<file path="src/rtl/freerun_timer.sv">
module freerun_timer #(
  parameter logic [15:0] RELOAD = 16'hFFFC
) (
  input  logic       clk,
  input  logic       rst_n,
  input  logic       ext_clk_i,
  input  logic       bus_sel,
  input  logic       bus_rd,
  input  logic       bus_wr,
  input  logic [2:0] bus_addr,
  input  logic [7:0] bus_wdata,
  output logic [7:0] bus_rdata,
  output logic       irq_o
);

  localparam logic [2:0] A_HI   = 3'd0;
  localparam logic [2:0] A_LO   = 3'd1;
  localparam logic [2:0] A_AHI  = 3'd2;
  localparam logic [2:0] A_ALO  = 3'd3;
  localparam logic [2:0] A_STAT = 3'd4;
  localparam logic [2:0] A_CTRL = 3'd5;
  localparam logic [15:0] TOP   = '1;

  logic [15:0] cnt;
  logic [2:0]  div, div_last;
  logic [3:0]  ctrl;
  logic [2:0]  sync;
  logic        ovf_flag, armed;
  logic [7:0]  shd_n, shd_a;
  logic        vld_n, vld_a;

  wire rd_hi   = bus_sel && bus_rd && bus_addr == A_HI;
  wire rd_lo   = bus_sel && bus_rd && bus_addr == A_LO;
  wire rd_ahi  = bus_sel && bus_rd && bus_addr == A_AHI;
  wire rd_alo  = bus_sel && bus_rd && bus_addr == A_ALO;
  wire rd_stat = bus_sel && bus_rd && bus_addr == A_STAT;
  wire wr_ctrl = bus_sel && bus_wr && bus_addr == A_CTRL;
  wire wr_lo   = bus_sel && bus_wr && bus_addr == A_LO;
  wire wr_alo  = bus_sel && bus_wr && bus_addr == A_ALO;

  wire restart = wr_lo || wr_alo;
  wire lo_acc  = rd_lo || wr_lo;
  wire ext_sel = ctrl[1:0] == 2'b11;

  always_comb begin
    case (ctrl[1:0])
      2'b00:   div_last = 3'd1;
      2'b01:   div_last = 3'd3;
      default: div_last = 3'd7;
    endcase
  end

  wire int_tick = !ext_sel && div == div_last;
  wire ext_edge = ctrl[2] ? (sync[2] && !sync[1]) : (sync[1] && !sync[2]);
  wire tick     = ext_sel ? ext_edge : int_tick;
  wire wrap     = tick && cnt == TOP && !restart;

  always_ff @(posedge clk or negedge rst_n) begin
    if (!rst_n) sync <= '0;
    else        sync <= {sync[1:0], ext_clk_i};
  end

  always_ff @(posedge clk or negedge rst_n) begin
    if (!rst_n) begin
      cnt <= RELOAD;
      div <= '0;
    end else if (restart) begin
      cnt <= RELOAD;
      div <= '0;
    end else begin
      div <= (wr_ctrl || int_tick) ? 3'd0 : div + 3'd1;
      if (tick) cnt <= cnt + 16'd1;
    end
  end

  always_ff @(posedge clk or negedge rst_n) begin
    if (!rst_n)       ctrl <= '0;
    else if (wr_ctrl) ctrl <= bus_wdata[3:0];
  end

  always_ff @(posedge clk or negedge rst_n) begin
    if (!rst_n) begin
      ovf_flag <= 1'b0;
      armed    <= 1'b0;
    end else begin
      if (wrap)                 ovf_flag <= 1'b1;
      else if (lo_acc && armed) ovf_flag <= 1'b0;
      if (lo_acc)       armed <= 1'b0;
      else if (rd_stat) armed <= ovf_flag;
    end
  end

  always_ff @(posedge clk or negedge rst_n) begin
    if (!rst_n) begin
      shd_n <= '0; vld_n <= 1'b0;
      shd_a <= '0; vld_a <= 1'b0;
    end else if (restart) begin
      vld_n <= 1'b0;
      vld_a <= 1'b0;
    end else begin
      if (rd_hi) begin
        shd_n <= cnt[7:0]; vld_n <= 1'b1;
      end else if (rd_lo) vld_n <= 1'b0;
      if (rd_ahi) begin
        shd_a <= cnt[7:0]; vld_a <= 1'b1;
      end else if (rd_alo) vld_a <= 1'b0;
    end
  end

  always_comb begin
    case (bus_addr)
      A_HI, A_AHI: bus_rdata = cnt[15:8];
      A_LO:        bus_rdata = vld_n ? shd_n : cnt[7:0];
      A_ALO:       bus_rdata = vld_a ? shd_a : cnt[7:0];
      A_STAT:      bus_rdata = {ovf_flag, 7'd0};
      A_CTRL:      bus_rdata = {4'd0, ctrl};
      default:     bus_rdata = 8'd0;
    endcase
  end

  assign irq_o = ovf_flag && ctrl[3];

endmodule

</file>
<file path="config.mk">
export PLATFORM = sky130hd
export DESIGN_NAME = freerun_timer
export DESIGN_NICKNAME = d
export VERILOG_FILES = /design/src/rtl/freerun_timer.sv
export SDC_FILE = /design/constraint.sdc
export NUM_CORES = 1
export LEC_CHECK = 0
export BUFFER_PORTS_ARGS = -buffer_cell sky130_fd_sc_hd__buf_2
export CAP_MARGIN = 30
export CORE_UTILIZATION = 43
export DETAILED_ROUTE_END_ITERATION = 8
export PLACE_DENSITY_LB_ADDON = 0.12
export SYNTH_ARGS = -nofsm -noshare
export SYNTH_HDL_FRONTEND = slang
export SYNTH_SLANG_ARGS = --single-unit
</file>
<file path="constraint.sdc">
create_clock -name clk -period 3.7 [get_ports clk]
set_input_delay 0.185 -clock clk [delete_from_list [all_inputs] [get_ports clk]]
set_output_delay 0.185 -clock clk [all_outputs]
set_load 0.05 [all_outputs]
</file>
## Word-level counts from Yosys, hierarchy flattened

Index checks and enable logic that the tools add are counted.

| word-level totals | value |
|---|---|
| input bits | 17 |
| flip-flop bits (word level) | 46 |

| cells by class | value |
|---|---|
| add/sub/neg operators | 2 |
| reductions and logical operators | 34 |
| equal/unequal tests | 9 |
| mux-type cells | 20 |
| bitwise logic cells | 1 |

Operators with widths:

| kind | number |
|---|---|
| $pmux 8 s5 | 1 |
| $mux 16 | 2 |
| $logic_and 1x1->1 | 17 |
| $add 16x1->16 const B | 1 |
| $eq 16x16->1 const B | 1 |
| $mux 8 | 2 |
| $mux 1 | 12 |
| $eq 3x2->1 const B | 2 |
| $eq 3x3->1 const B | 2 |
| $mux 3 | 2 |
| $pmux 3 s2 | 1 |
| $reduce_bool 2->1 | 3 |
| $reduce_bool 3->1 | 2 |
| $logic_not 1->1 | 4 |
| $reduce_and 2->1 | 2 |
| $add 3x1->3 const B | 1 |
| $eq 3x1->1 const B | 1 |
| $eq 3x3->1 | 1 |
| $logic_not 3->1 | 1 |
| $logic_or 1x1->1 | 3 |
| $eq 2x1->1 const B | 1 |
| $eq 2x2->1 const B | 1 |
| $logic_not 2->1 | 1 |
| $reduce_or 2->1 | 1 |
| $not 1->1 | 1 |

## Longest topological paths before layout

| depth | value |
|---|---|
| depth after elaboration | 8 |
| gate-level depth with buffers | 7 |
| gate-level depth less buffers | 6 |

## Worst setup path after synthesis

OpenSTA, ideal clock, no wires.

| path | value |
|---|---|
| path kind | input to output |
| start point | input bus_addr[2] |
| end point | output bus_rdata[7] |
| cell stages on the path | 5 |
| path buffers | 2 |
| data required time | 3.515 ns |
| slack | 1.741 ns |
| data arrival time | 1.774 ns |
| cell sequence | clkbuf_1 -> buf_1 -> nand2_1 -> o22a_1 -> o22ai_1 |

| between the ends | value |
|---|---|
| cells in the longest elaborated chain, start to end | 3 |

RTL lines:

| item | RTL line | source |
|---|---|---|
| from (decl) | 10 | `input logic [2:0] bus_addr,` |
| $eq 3x2->1 or $logic_not 3->1 (tied branches) | 111 | `case (bus_addr)` |
| $reduce_or 2->1 | 111 |  |
| $pmux 8 s5 * | 111 |  |
| to (decl) | 12 | `output logic [7:0] bus_rdata,` |

Every way passes the cells marked *; elsewhere a longest branch is shown, timed or not.

## Worst setup path in the final report

| path | value |
|---|---|
| start point | register vld_n |
| end point | output bus_rdata[2] |

| between the ends | value |
|---|---|
| cells in the longest elaborated chain, start to end | 2 |

RTL lines:

| item | RTL line | source |
|---|---|---|
| from (decl) | 30 | `logic vld_n, vld_a;` |
| from (signal assigned) | 95 | `shd_n <= '0; vld_n <= 1'b0;` |
| from (signal assigned) | 98 | `vld_n <= 1'b0;` |
| from (signal assigned) | 102 | `shd_n <= cnt[7:0]; vld_n <= 1'b1;` |
| $mux 8 | 113 | `A_LO: bus_rdata = vld_n ? shd_n : cnt[7:0];` |
| $pmux 8 s5 | 111 |  |

Every way passes these cells.

==> reports/metrics.yaml <==
run_status:
  outcome: "finished clean"
worst_setup_path:
  setup.worst_path.start_class: "flip-flop"
  required_ns: 3.51
  end_kind: "output pin"
  critPathKind: "flip-flop to output pin"
  cp.arrival_ns: 2.11
  cp_max_fo: 12
power_and_ir_drop:
  pwr-share-comb_pct: 35.1
  p_int_uw: 1260
  pwr-share-seq_pct: 46.2
  p_per_area_mw_per_mm2: 719
  power_frac_clock_pct: 18.7
  sw_frac_of_total_pct: 37.5
  total_power_uw: 2020
  ir_drop_v: 0.000299
  p_sw_uw: 758
  p_leak_uw: 0.00114
floorplan:
  core_area_mm2: 0.00561
  fp.dieH_um: 78.8
  start_util_pct: 45.2
  ioPinCount: 26
  core.rowCount: 27
  die-area_mm2: 0.00621
  die_x_um: 78.8
placed_design:
  routabilityCongestion: 0.777
  io_buffers: 21
  dp_hpwl_mm: 3.65
  dpl_worst_slack_ns: 1.62
  place_area_mm2: 0.00268
timing:
  fmax_mhz: 435
  maxSlewHeadroom_pct: 52.2
  fin_hold_ws_ns: 0.111
  maxSlewViolCount: 0
  hold_violations: 0
  fin_crit_ns: 2.30
  layout_setup_ws_ns: 1.40
  tightest_slew_ns: 0.716
  rsz0062_at_grt: "no"
  tns_ns: 0
  setup_viol: 0
  finalCritPeriodShare_pct: 62.2
  fin_worst_skew_ns: 0.00490
clocking:
  ctsResizeCount: 0
  clockRootBuffer: "clkbuf_8"
  clock-sinks: 46
  path_clk_slew_ns: 0.08
  cts_tree: "yes"
  cts_setup_buffers: 0
  insertion_delay_ns: 0.30
  cts_buffers: 5
  cts_buffer_depth: 2
  cts_htree_levels: 2
synthesis:
  synthArstFlopShare_pct: 100
  synth.distinct_cells: 49
  syn_nets: 255
  synth_area_leaders: "dfrtp_1, dfstp_2, mux2_2"
  yosysSeqAreaShare_pct: 46.1
  synth_edf_count: 0
  synth_ff_type: "dfrtp_1"
  yosysTopAreaCellShare_pct: 31.6
  avgSynthCellArea_um2: 10.7
  synthCells: 236
  syn_area_mm2: 0.00254
  ys.warnings.count: 0
  synth-seq-cells: 46
  synth_top_cell_by_area: "dfrtp_1"
layout:
  layout_common_cells: "dfrtp_1, nand2_1, buf_2"
  layout_commonest_cell: "dfrtp_1"
  area_growth_pct: 11.0
  fin_nets: 273
  drive_above_1_share_pct: 29.4
  fin_area_mm2: 0.00281
  diodes: 0
route:
  drtIter0Drc: 76
  vias: 1794
  routedWlPerCell_um: 16.4
  viasPerCell: 5.49
  drt_wl_total_mm: 5.37
  postRouteAntennaNets: 0
  drc: 0
  firstDrtPassIters: 4
global_route:
  grt_max_degree: 47
  overflow: 0
  track_usage_pct: 19.1
  grt_pass1_vias: 1754
  grt_pass1_wl_mm: 8.85
  grt_antenna_before_repair: 0
job:
  drv_cap: 0
worst_hold_path:
  hp-class: "input port to flip-flop"
## registers in the layout, indices dropped and copies added (netlist names)
register,flops
armed,1
cnt,16
ovf_flag,1
vld_a,1
vld_n,1
sync,3
shd_n,8
shd_a,8
ctrl,4
div,3
## path summary, 6_finish.rpt
check / endpoint / cells past startpoint / from / slack [ns]
max: bus_rdata[2] / 6 / vld_n$_DFFE_PN0P_ / 1.40
max reg2reg: cnt[15]$_DFFE_PN1P_ / 5 / ctrl[0]$_DFFE_PN0P_ / 1.61
min reg2reg: sync[1]$_DFF_PN0_ / 0 / sync[0]$_DFF_PN0_ / 0.36
max in group asynchronous: vld_n$_DFFE_PN0P_ / 3 / rst_n / 2.81
min in group asynchronous: shd_n[7]$_DFFE_PN0P_ / 3 / rst_n / 0.49
min: ctrl[1]$_DFFE_PN0P_ / 2 / bus_wdata[1] / 0.11
## cells by family after synthesis
| group | after synthesis | synth area share, % |
|---|---|---|
| xor+xnor | 11 | 3.80 |
| simple gates | 77 | 16.8 |
| compound gates | 47 | 14.0 |
| buf+inv | 17 | 3.06 |
| mux | 36 | 15.2 |
| flops | 46 | 46.1 |
| fa+ha+maj | 2 | 0.987 |
## stage by stage
step | utilization [%] | std cells
2_1_floorplan | - | 236
3_5_place_dp | 47.8 | 317
4_1_cts | 50.2 | 327
6_report | 50.2 | 327
3_3_place_gp | 47.8 | 317
5_1_grt | 50.2 | 327
## layer usage
metal	global-route usage, %	vias to the layer above	part of all wire [%]
li1	-	888	-
met1	26.7	871	50
met2	29.8	30	45
met3	3.91	5	4.4
met4	5.56	0	0.97
met5	0	-	0
## power groups by stage
stage          registers [µW]  logic (µW)  clock network, µW
2_1_floorplan             853         638                  0
3_3_place_gp              933         702                  0
3_5_place_dp              942         710                  0
4_1_cts                   932         716                389
5_1_grt                   971         785                408
6_report                  934         710                379
## Yosys cell counts, drive strengths merged (2+ instances only)
library cell  count
ha                2
nor2b             6
nand2            23
o21ai             3
clkbuf            8
and3              5
nor2             16
nand3             9
a21oi            12
a21boi            2
dfrtp            32
inv               3
nand4             3
buf               6
a22o              4
xnor2            11
mux2i            15
o31ai             3
and4              3
a31o              2
dfstp            14
nand2b            4
a211oi            7
o22ai             6
mux2             21
a21o              2
o211ai            2
## repair_timing
action | in CTS | in global routing
setup endpoints to repair | 0 | 0
hold buffers | 2 | 0
hold endpoints to repair | 33 | 0
## critical path, stage by stage, from the launching register on
cell     delay [ns]
dfrtp_1        0.76
mux2i_1        0.28
nor2_1         0.05
a21oi_1        0.15
o22ai_1        0.10
a22o_1         0.26
buf_2          0.21
## cell type report
| type | instances | area, µm² |
|---|---|---|
| multi-input cells | 173 | 1290 |
| clock inverters | 3 | 45.0 |
| inverters | 3 | 11.3 |
| well taps | 72 | 90.1 |
| flip-flops and latches | 46 | 1170 |
| repair buffers | 25 | 140 |
| clock buffers | 5 | 68.8 |
| fillers | 525 | 2790 |
Power figures use the tool's default switching activity.
